$ cat config.mk
export PLATFORM = sky130hd
export DESIGN_NAME = i2c_tag_streamer
export DESIGN_NICKNAME = d
export VERILOG_FILES = /design/src/rtl/i2c_tag_pkg.sv /design/src/rtl/i2c_tag_seq.sv /design/src/rtl/i2c_word_packer.sv /design/src/rtl/i2c_tag_streamer.sv
export SDC_FILE = /design/constraint.sdc
export NUM_CORES = 1
export LEC_CHECK = 0
export ABC_CLOCK_PERIOD_IN_PS = 5000
export BUFFER_PORTS_ARGS = -buffer_cell sky130_fd_sc_hd__buf_2
export CORE_ASPECT_RATIO = 2
export CORE_MARGIN = 2
export CORE_UTILIZATION = 30
export DETAILED_ROUTE_END_ITERATION = 16
export PLACE_DENSITY_LB_ADDON = 0.2
export SYNTH_ARGS = -nofsm -noshare
export SYNTH_HDL_FRONTEND = slang
export SYNTH_HIERARCHICAL = 1
export SYNTH_SLANG_ARGS = --single-unit
$ cat constraint.sdc
create_clock -name clk -period 5 [get_ports clk]
set_input_delay 1 -clock clk [delete_from_list [all_inputs] [get_ports clk]]
set_output_delay 1 -clock clk [all_outputs]
set_load 0.01 [all_outputs]
$ cat src/rtl/i2c_tag_pkg.sv
package i2c_tag_pkg;

    typedef enum logic [3:0] {
        S_IDLE,
        S_START,
        S_HS_MARK,
        S_HS_START,
        S_ADDR_LO,
        S_ADDR_HI,
        S_OPCODE,
        S_LENGTH,
        S_PAYLOAD
    } seq_state_e;

    localparam logic [7:0] TAG_START   = 8'h81;
    localparam logic [7:0] TAG_HS      = 8'hFF;
    localparam logic [7:0] TAG_WR      = 8'h82;
    localparam logic [7:0] TAG_WR_STOP = 8'h83;
    localparam logic [7:0] TAG_RD      = 8'h85;
    localparam logic [7:0] TAG_RD_STOP = 8'h87;

    localparam int BLOCK_BYTES = 256;

endpackage

$ cat src/rtl/i2c_tag_seq.sv
module i2c_tag_seq
    import i2c_tag_pkg::*;
#(
    parameter int LEN_W = 16,
    localparam int BLK_W = LEN_W - 7,
    localparam int TAG_W = BLK_W + 2,
    localparam int RX_W  = BLK_W + 1
) (
    input  logic             clk,
    input  logic             rst_n,
    input  logic             desc_valid,
    output logic             desc_ready,
    input  logic [9:0]       desc_addr,
    input  logic             desc_ten_bit,
    input  logic             desc_read,
    input  logic [LEN_W-1:0] desc_len,
    input  logic             desc_hs,
    input  logic             desc_last,
    input  logic             pay_valid,
    output logic             pay_ready,
    input  logic [7:0]       pay_data,
    output logic             byte_valid,
    input  logic             byte_ready,
    output logic [7:0]       byte_data,
    output logic             byte_last,
    output logic             len_err,
    output logic [TAG_W-1:0] tag_count,
    output logic [BLK_W-1:0] block_count,
    output logic [RX_W-1:0]  rx_tag_count
);

    seq_state_e state_q, state_d;

    logic [9:0]       addr_q;
    logic             rd_q, ten_q, hs_q, last_q;
    logic [7:0]       rem_q;
    logic [BLK_W-1:0] blk_left_q;
    logic [8:0]       pay_cnt_q;

    logic [LEN_W:0]   len_ext;
    logic [BLK_W-1:0] blk_calc;
    logic [TAG_W-1:0] tag_calc;
    logic             final_blk;
    logic [8:0]       blk_len;
    logic             blk_end;
    logic             byte_fire;
    logic             desc_fire;

    assign len_ext   = {1'b0, desc_len} + (LEN_W+1)'(BLOCK_BYTES - 1);
    assign blk_calc  = len_ext[LEN_W:8];
    assign tag_calc  = {1'b0, blk_calc, 1'b0} + TAG_W'(2)
                     + (desc_hs ? TAG_W'(2) : TAG_W'(0))
                     + (desc_ten_bit ? TAG_W'(1) : TAG_W'(0));
    assign final_blk = (blk_left_q == BLK_W'(1));
    assign blk_len   = (final_blk && rem_q != 8'd0) ? {1'b0, rem_q} : 9'(BLOCK_BYTES);
    assign blk_end   = (pay_cnt_q == blk_len - 9'd1);
    assign byte_fire = byte_valid && byte_ready;
    assign desc_fire = desc_valid && desc_ready;

    // state register
    always_ff @(posedge clk) begin
        if (!rst_n) state_q <= S_IDLE;
        else        state_q <= state_d;
    end

    // next state and outputs
    always_comb begin
        state_d    = state_q;
        desc_ready = 1'b0;
        pay_ready  = 1'b0;
        byte_valid = 1'b0;
        byte_data  = 8'h00;
        byte_last  = 1'b0;
        unique case (state_q)
            S_IDLE: begin
                desc_ready = 1'b1;
                if (desc_valid && desc_len != '0) state_d = S_START;
            end
            S_START: begin
                byte_valid = 1'b1;
                byte_data  = TAG_START;
                if (byte_fire) state_d = hs_q ? S_HS_MARK : S_ADDR_LO;
            end
            S_HS_MARK: begin
                byte_valid = 1'b1;
                byte_data  = TAG_HS;
                if (byte_fire) state_d = S_HS_START;
            end
            S_HS_START: begin
                byte_valid = 1'b1;
                byte_data  = TAG_START;
                if (byte_fire) state_d = S_ADDR_LO;
            end
            S_ADDR_LO: begin
                byte_valid = 1'b1;
                byte_data  = {addr_q[6:0], rd_q};
                if (byte_fire) state_d = ten_q ? S_ADDR_HI : S_OPCODE;
            end
            S_ADDR_HI: begin
                byte_valid = 1'b1;
                byte_data  = {5'b0, addr_q[9:7]};
                if (byte_fire) state_d = S_OPCODE;
            end
            S_OPCODE: begin
                byte_valid = 1'b1;
                if (rd_q) byte_data = (final_blk && last_q) ? TAG_RD_STOP : TAG_RD;
                else      byte_data = (final_blk && last_q) ? TAG_WR_STOP : TAG_WR;
                if (byte_fire) state_d = S_LENGTH;
            end
            S_LENGTH: begin
                byte_valid = 1'b1;
                byte_data  = final_blk ? rem_q : 8'h00;
                byte_last  = rd_q && final_blk;
                if (byte_fire) begin
                    if (!rd_q)          state_d = S_PAYLOAD;
                    else if (final_blk) state_d = S_IDLE;
                    else                state_d = S_OPCODE;
                end
            end
            S_PAYLOAD: begin
                byte_valid = pay_valid;
                pay_ready  = byte_ready;
                byte_data  = pay_data;
                byte_last  = final_blk && blk_end;
                if (byte_fire && blk_end) state_d = final_blk ? S_IDLE : S_OPCODE;
            end
            default: state_d = S_IDLE;
        endcase
    end

    // descriptor capture, block and payload counters, reports
    always_ff @(posedge clk) begin
        if (!rst_n) begin
            addr_q       <= '0;
            rd_q         <= 1'b0;
            ten_q        <= 1'b0;
            hs_q         <= 1'b0;
            last_q       <= 1'b0;
            rem_q        <= '0;
            blk_left_q   <= '0;
            pay_cnt_q    <= '0;
            len_err      <= 1'b0;
            tag_count    <= '0;
            block_count  <= '0;
            rx_tag_count <= '0;
        end else begin
            len_err <= desc_fire && (desc_len == '0);
            if (desc_fire && desc_len != '0) begin
                addr_q       <= desc_addr;
                rd_q         <= desc_read;
                ten_q        <= desc_ten_bit;
                hs_q         <= desc_hs;
                last_q       <= desc_last;
                rem_q        <= desc_len[7:0];
                blk_left_q   <= blk_calc;
                pay_cnt_q    <= '0;
                tag_count    <= tag_calc;
                block_count  <= blk_calc;
                rx_tag_count <= desc_read ? {blk_calc, 1'b0} : '0;
            end
            if (state_q == S_LENGTH && byte_fire && rd_q && !final_blk)
                blk_left_q <= blk_left_q - BLK_W'(1);
            if (state_q == S_PAYLOAD && byte_fire) begin
                if (blk_end) begin
                    pay_cnt_q  <= '0;
                    blk_left_q <= blk_left_q - BLK_W'(1);
                end else begin
                    pay_cnt_q  <= pay_cnt_q + 9'd1;
                end
            end
        end
    end

    p_zero_len_r10: assert property (@(posedge clk) disable iff (!rst_n)
        (desc_valid && desc_ready && desc_len == '0) |=> (len_err && desc_ready));

    p_idle_quiet_r10: assert property (@(posedge clk) disable iff (!rst_n)
        desc_ready |-> !byte_valid);

    p_end_idle_r5: assert property (@(posedge clk) disable iff (!rst_n)
        (byte_valid && byte_ready && byte_last) |=> desc_ready);

    p_read_no_payload_r7: assert property (@(posedge clk) disable iff (!rst_n)
        pay_ready |-> !rd_q);

endmodule

$ cat src/rtl/i2c_word_packer.sv
module i2c_word_packer #(
    parameter int WORD_BYTES = 4,
    localparam int WORD_W = WORD_BYTES * 8,
    localparam int IDX_W  = $clog2(WORD_BYTES)
) (
    input  logic              clk,
    input  logic              rst_n,
    input  logic              byte_valid,
    output logic              byte_ready,
    input  logic [7:0]        byte_data,
    input  logic              byte_last,
    output logic              word_valid,
    input  logic              word_ready,
    output logic [WORD_W-1:0] word_data
);

    logic [IDX_W-1:0] idx_q;
    logic             byte_fire;

    assign byte_ready = !word_valid || word_ready;
    assign byte_fire  = byte_valid && byte_ready;

    always_ff @(posedge clk) begin
        if (!rst_n) begin
            idx_q      <= '0;
            word_valid <= 1'b0;
            word_data  <= '0;
        end else begin
            if (word_valid && word_ready) word_valid <= 1'b0;
            if (byte_fire) begin
                if (idx_q == '0) word_data <= {{(WORD_W-8){1'b0}}, byte_data};
                else             word_data[{idx_q, 3'b000} +: 8] <= byte_data;
                if (byte_last || idx_q == IDX_W'(WORD_BYTES - 1)) begin
                    word_valid <= 1'b1;
                    idx_q      <= '0;
                end else begin
                    idx_q <= idx_q + IDX_W'(1);
                end
            end
        end
    end

    p_hold_word_r9: assert property (@(posedge clk) disable iff (!rst_n)
        (word_valid && !word_ready) |=> (word_valid && $stable(word_data)));

    p_block_input_r9: assert property (@(posedge clk) disable iff (!rst_n)
        (word_valid && !word_ready) |-> !byte_ready);

endmodule

$ cat src/rtl/i2c_tag_streamer.sv
module i2c_tag_streamer #(
    parameter int LEN_W = 16,
    localparam int BLK_W = LEN_W - 7,
    localparam int TAG_W = BLK_W + 2,
    localparam int RX_W  = BLK_W + 1
) (
    input  logic             clk,
    input  logic             rst_n,
    input  logic             desc_valid,
    output logic             desc_ready,
    input  logic [9:0]       desc_addr,
    input  logic             desc_ten_bit,
    input  logic             desc_read,
    input  logic [LEN_W-1:0] desc_len,
    input  logic             desc_hs,
    input  logic             desc_last,
    input  logic             pay_valid,
    output logic             pay_ready,
    input  logic [7:0]       pay_data,
    output logic             word_valid,
    input  logic             word_ready,
    output logic [31:0]      word_data,
    output logic [TAG_W-1:0] tag_count,
    output logic [BLK_W-1:0] block_count,
    output logic [RX_W-1:0]  rx_tag_count,
    output logic             len_err
);

    logic       byte_valid, byte_ready, byte_last;
    logic [7:0] byte_data;

    i2c_tag_seq #(.LEN_W(LEN_W)) u_seq (
        .clk          (clk),
        .rst_n        (rst_n),
        .desc_valid   (desc_valid),
        .desc_ready   (desc_ready),
        .desc_addr    (desc_addr),
        .desc_ten_bit (desc_ten_bit),
        .desc_read    (desc_read),
        .desc_len     (desc_len),
        .desc_hs      (desc_hs),
        .desc_last    (desc_last),
        .pay_valid    (pay_valid),
        .pay_ready    (pay_ready),
        .pay_data     (pay_data),
        .byte_valid   (byte_valid),
        .byte_ready   (byte_ready),
        .byte_data    (byte_data),
        .byte_last    (byte_last),
        .len_err      (len_err),
        .tag_count    (tag_count),
        .block_count  (block_count),
        .rx_tag_count (rx_tag_count)
    );

    i2c_word_packer #(.WORD_BYTES(4)) u_pack (
        .clk        (clk),
        .rst_n      (rst_n),
        .byte_valid (byte_valid),
        .byte_ready (byte_ready),
        .byte_data  (byte_data),
        .byte_last  (byte_last),
        .word_valid (word_valid),
        .word_ready (word_ready),
        .word_data  (word_data)
    );

endmodule

==> reports/results.txt <==
crit path DAT - 4.43 ns
crit path capture type - register
status - completed
initial antenna violation count - 0
Post-Synth Simple-Gate Area - 27.5%
DP Wirelength - 13700 um
crit path cell chain - ha_1 > nor4b_4 > and2_1 > nand2_1 > ha_1 > xnor2_1 > o32ai_1 > a32o_1 > o21ai_1 > a2111oi_4 > a21o_1 > mux2_1 > o21a_1
CORE AREA - 19300 sq um
Worst Tran Pin Value - 0.959 ns
I/O Pins - 109
Root Driver - clkbuf_16
DRT antenna net count - 0
gpl congestion - 0.855
Crit path top cell by count - ha_1
Tcrit/Tclk final - 83.9%
commonest non-fill, non-tap cell in the layout - nand2_1
Die Ht - 202 um
pin count of the biggest net entering global routing - 43
Seq/Total Area, Yosys - 36.9%
setup TNS - 0 ns
Netlist Area Pre-Place - 5850 sq um
Resized cells post-CTS - 0
commonest non-fill, non-tap cells in the layout - nand2_1, dfxtp_1, buf_2
Max-cap violations - 0
Min-Delay Path Class - reg -> reg
leakage power total - 0.00270 uW
Post-Synth XOR/XNOR Area - 2.95%
R2R Setup Slk - 0.80 ns
family with the most delay on the worst path - compound AO/OA/AOI/OAI gates
CTS tree - done
Pre-antenna DRT Iters - 5
synthesized area per cell - 7.80 sq um
layout net count - 868
Synth Area in Adders - 2.78%
Synth Net Count - 807
Ys Warns - 6
average via count per standard cell - 5.22
Total Die Area - 20700 sq um
Final Hold Slack - 0.453 ns
CP max stage delay - 0.56 ns
Crit Path Category - reg -> reg
clock latency on the worst-skew pair - 0.35 ns
Initial Utilization - 30.4%
wire length per cell - 17.0 um
Worst VDD drop - 0.000260 V
Synth async-reset ratio - 0%
die width - 103 um
first-pass GRT wire length - 28700 um
startpoint types - register
fill count - 2163
Slew HR - 35.4%
top cell type's share of synthesized area - 36.9%
num rows - 72
crit path buf inv count - 0
number of synthesized flops with an enable pin - 0
crit-path max FO - 16
Clock Skew - 0.0124 ns
Util after Layout - 35.2%
CP required - 5.24 ns
area leader, netlist - dfxtp_1
# setup viols final - 0
H-tree Lvls - 3
PwrDens - 496 nW/um^2
largest family of logic cells by synthesized area - simple AND/OR/NAND/NOR gates
routed via count - 5605
synth top area cells - dfxtp_1, nand2_1, a21oi_1
layout cell share with drive strength beyond 1 - 17.9%
# clock sinks - 108
Hold Fails Final Rpt - 0
Starting DRT DRC Count - 313
mux share of post-synthesis cell area - 1.94%
clk buf depth - 2
unique cell type count in the Yosys netlist - 72
FMAX - 238 MHz
GRT Overall Usage - 17.8%
P&R area growth vs syn - 15.9%
Worst-path clk slew - 0.07 ns
Final min period - 4.20 ns
# DRC - 0
CTS buffer count - 9
setup bufs post-CTS - 0
CP max-delay cell - and2_1
Compound-Gate Fraction of Synth Area - 21.3%
synthesis-stage register bit count - 108
cells after synthesis - 751
Final Slew Violations - 0
Power Total - 3360 uW
Main synth FF type - dfxtp_1
GRT overflow - 0
RSZ-0062 raised after global routing - false
drt total wl - 18200 um
hold_buf cts - 0
Port Buffers - 107
Antenna Cells - 0
vias in the first global route - 5489
-- flip-flops by register name (all words and copies together), names as in the netlist --
register            count
u_seq/addr_q           10
u_seq/block_count       9
u_pack/word_valid       1
u_seq/hs_q              1
u_seq/tag_count        11
u_seq/rd_q              1
u_seq/rem_q             8
u_seq/rx_tag_count      9
u_seq/pay_cnt_q         9
u_pack/idx_q            2
u_seq/state_q           4
u_seq/len_err           1
u_seq/last_q            1
u_seq/blk_left_q        9
u_pack/word_data       32
-- cell type report --
class | instances | area, sq um | share of cell area [%]
Multi-Input combinational cell | 561 | 3320 | 48.9
Sequential cell | 108 | 2160 | 31.9
Timing Repair Buffer | 113 | 581 | 8.56
Tap cell | 259 | 324 | 4.78
Clock buffer | 9 | 225 | 3.32
Clock inverter | 5 | 103 | 1.51
Inverter | 19 | 71.3 | 1.05
-- routing by layer --
metal | part of all wire, % | vias up | global-route usage (%)
li1 | - | 2800 | -
met1 | 38 | 2630 | 19.5
met2 | 54 | 142 | 32.0
met3 | 4.0 | 33 | 2.67
met4 | 4.4 | 0 | 8.93
met5 | 0 | - | 0
-- cell usage after synthesis, types with 8 or more instances --
master,number
nand2_1,118
dfxtp_1,108
a21oi_1,64
nor2_1,61
clkbuf_1,37
nand4_1,34
o21ai_0,28
nand3_1,26
o22ai_1,23
inv_1,18
xnor2_1,15
buf_2,14
ha_1,13
nor3_1,13
a21o_1,10
nand2b_1,10
and3_1,9
nor4_1,9
mux2i_1,8
nor2b_1,8
-- worst min-delay path, delay by kind of cell, from the launching register on --
family	cells	cell delay (ns)
compound gates	1	0.05
simple gates	1	0.05
flops	1	0.31
-- power by group --
part / switching (uW) / internal [uW]
sequential: 188 / 996
clock: 321 / 484
combinational: 897 / 477
-- worst paths after layout --
path | from | end | depth (start not counted)
max | u_seq/blk_left_q[0] | u_seq/blk_left_q[6] | 13
min | u_seq/tag_count[2] | u_seq/tag_count[2] | 2
max reg2reg | u_seq/blk_left_q[0] | u_seq/blk_left_q[6] | 13
min reg2reg | u_seq/tag_count[2] | u_seq/tag_count[2] | 2
-- through the flow --
step,setup WS (ns),cells,cell area [sq um]
after floorplan,1.37,751,5850
after global placement,0.932,1060,6460
after detailed placement,0.892,1060,6460
after CTS,0.849,1074,6790
after global routing,0.452,1074,6790
final,0.803,1074,6790
-- kinds of logic after synthesis --
kind of cell | count (synthesis)
other cells | 1
xor+xnor | 18
buf+inv | 82
simple gates | 325
mux | 11
fa+ha+maj | 13
flops | 108
compound gates | 193
Note: power is estimated with default switching activity, not from simulation.
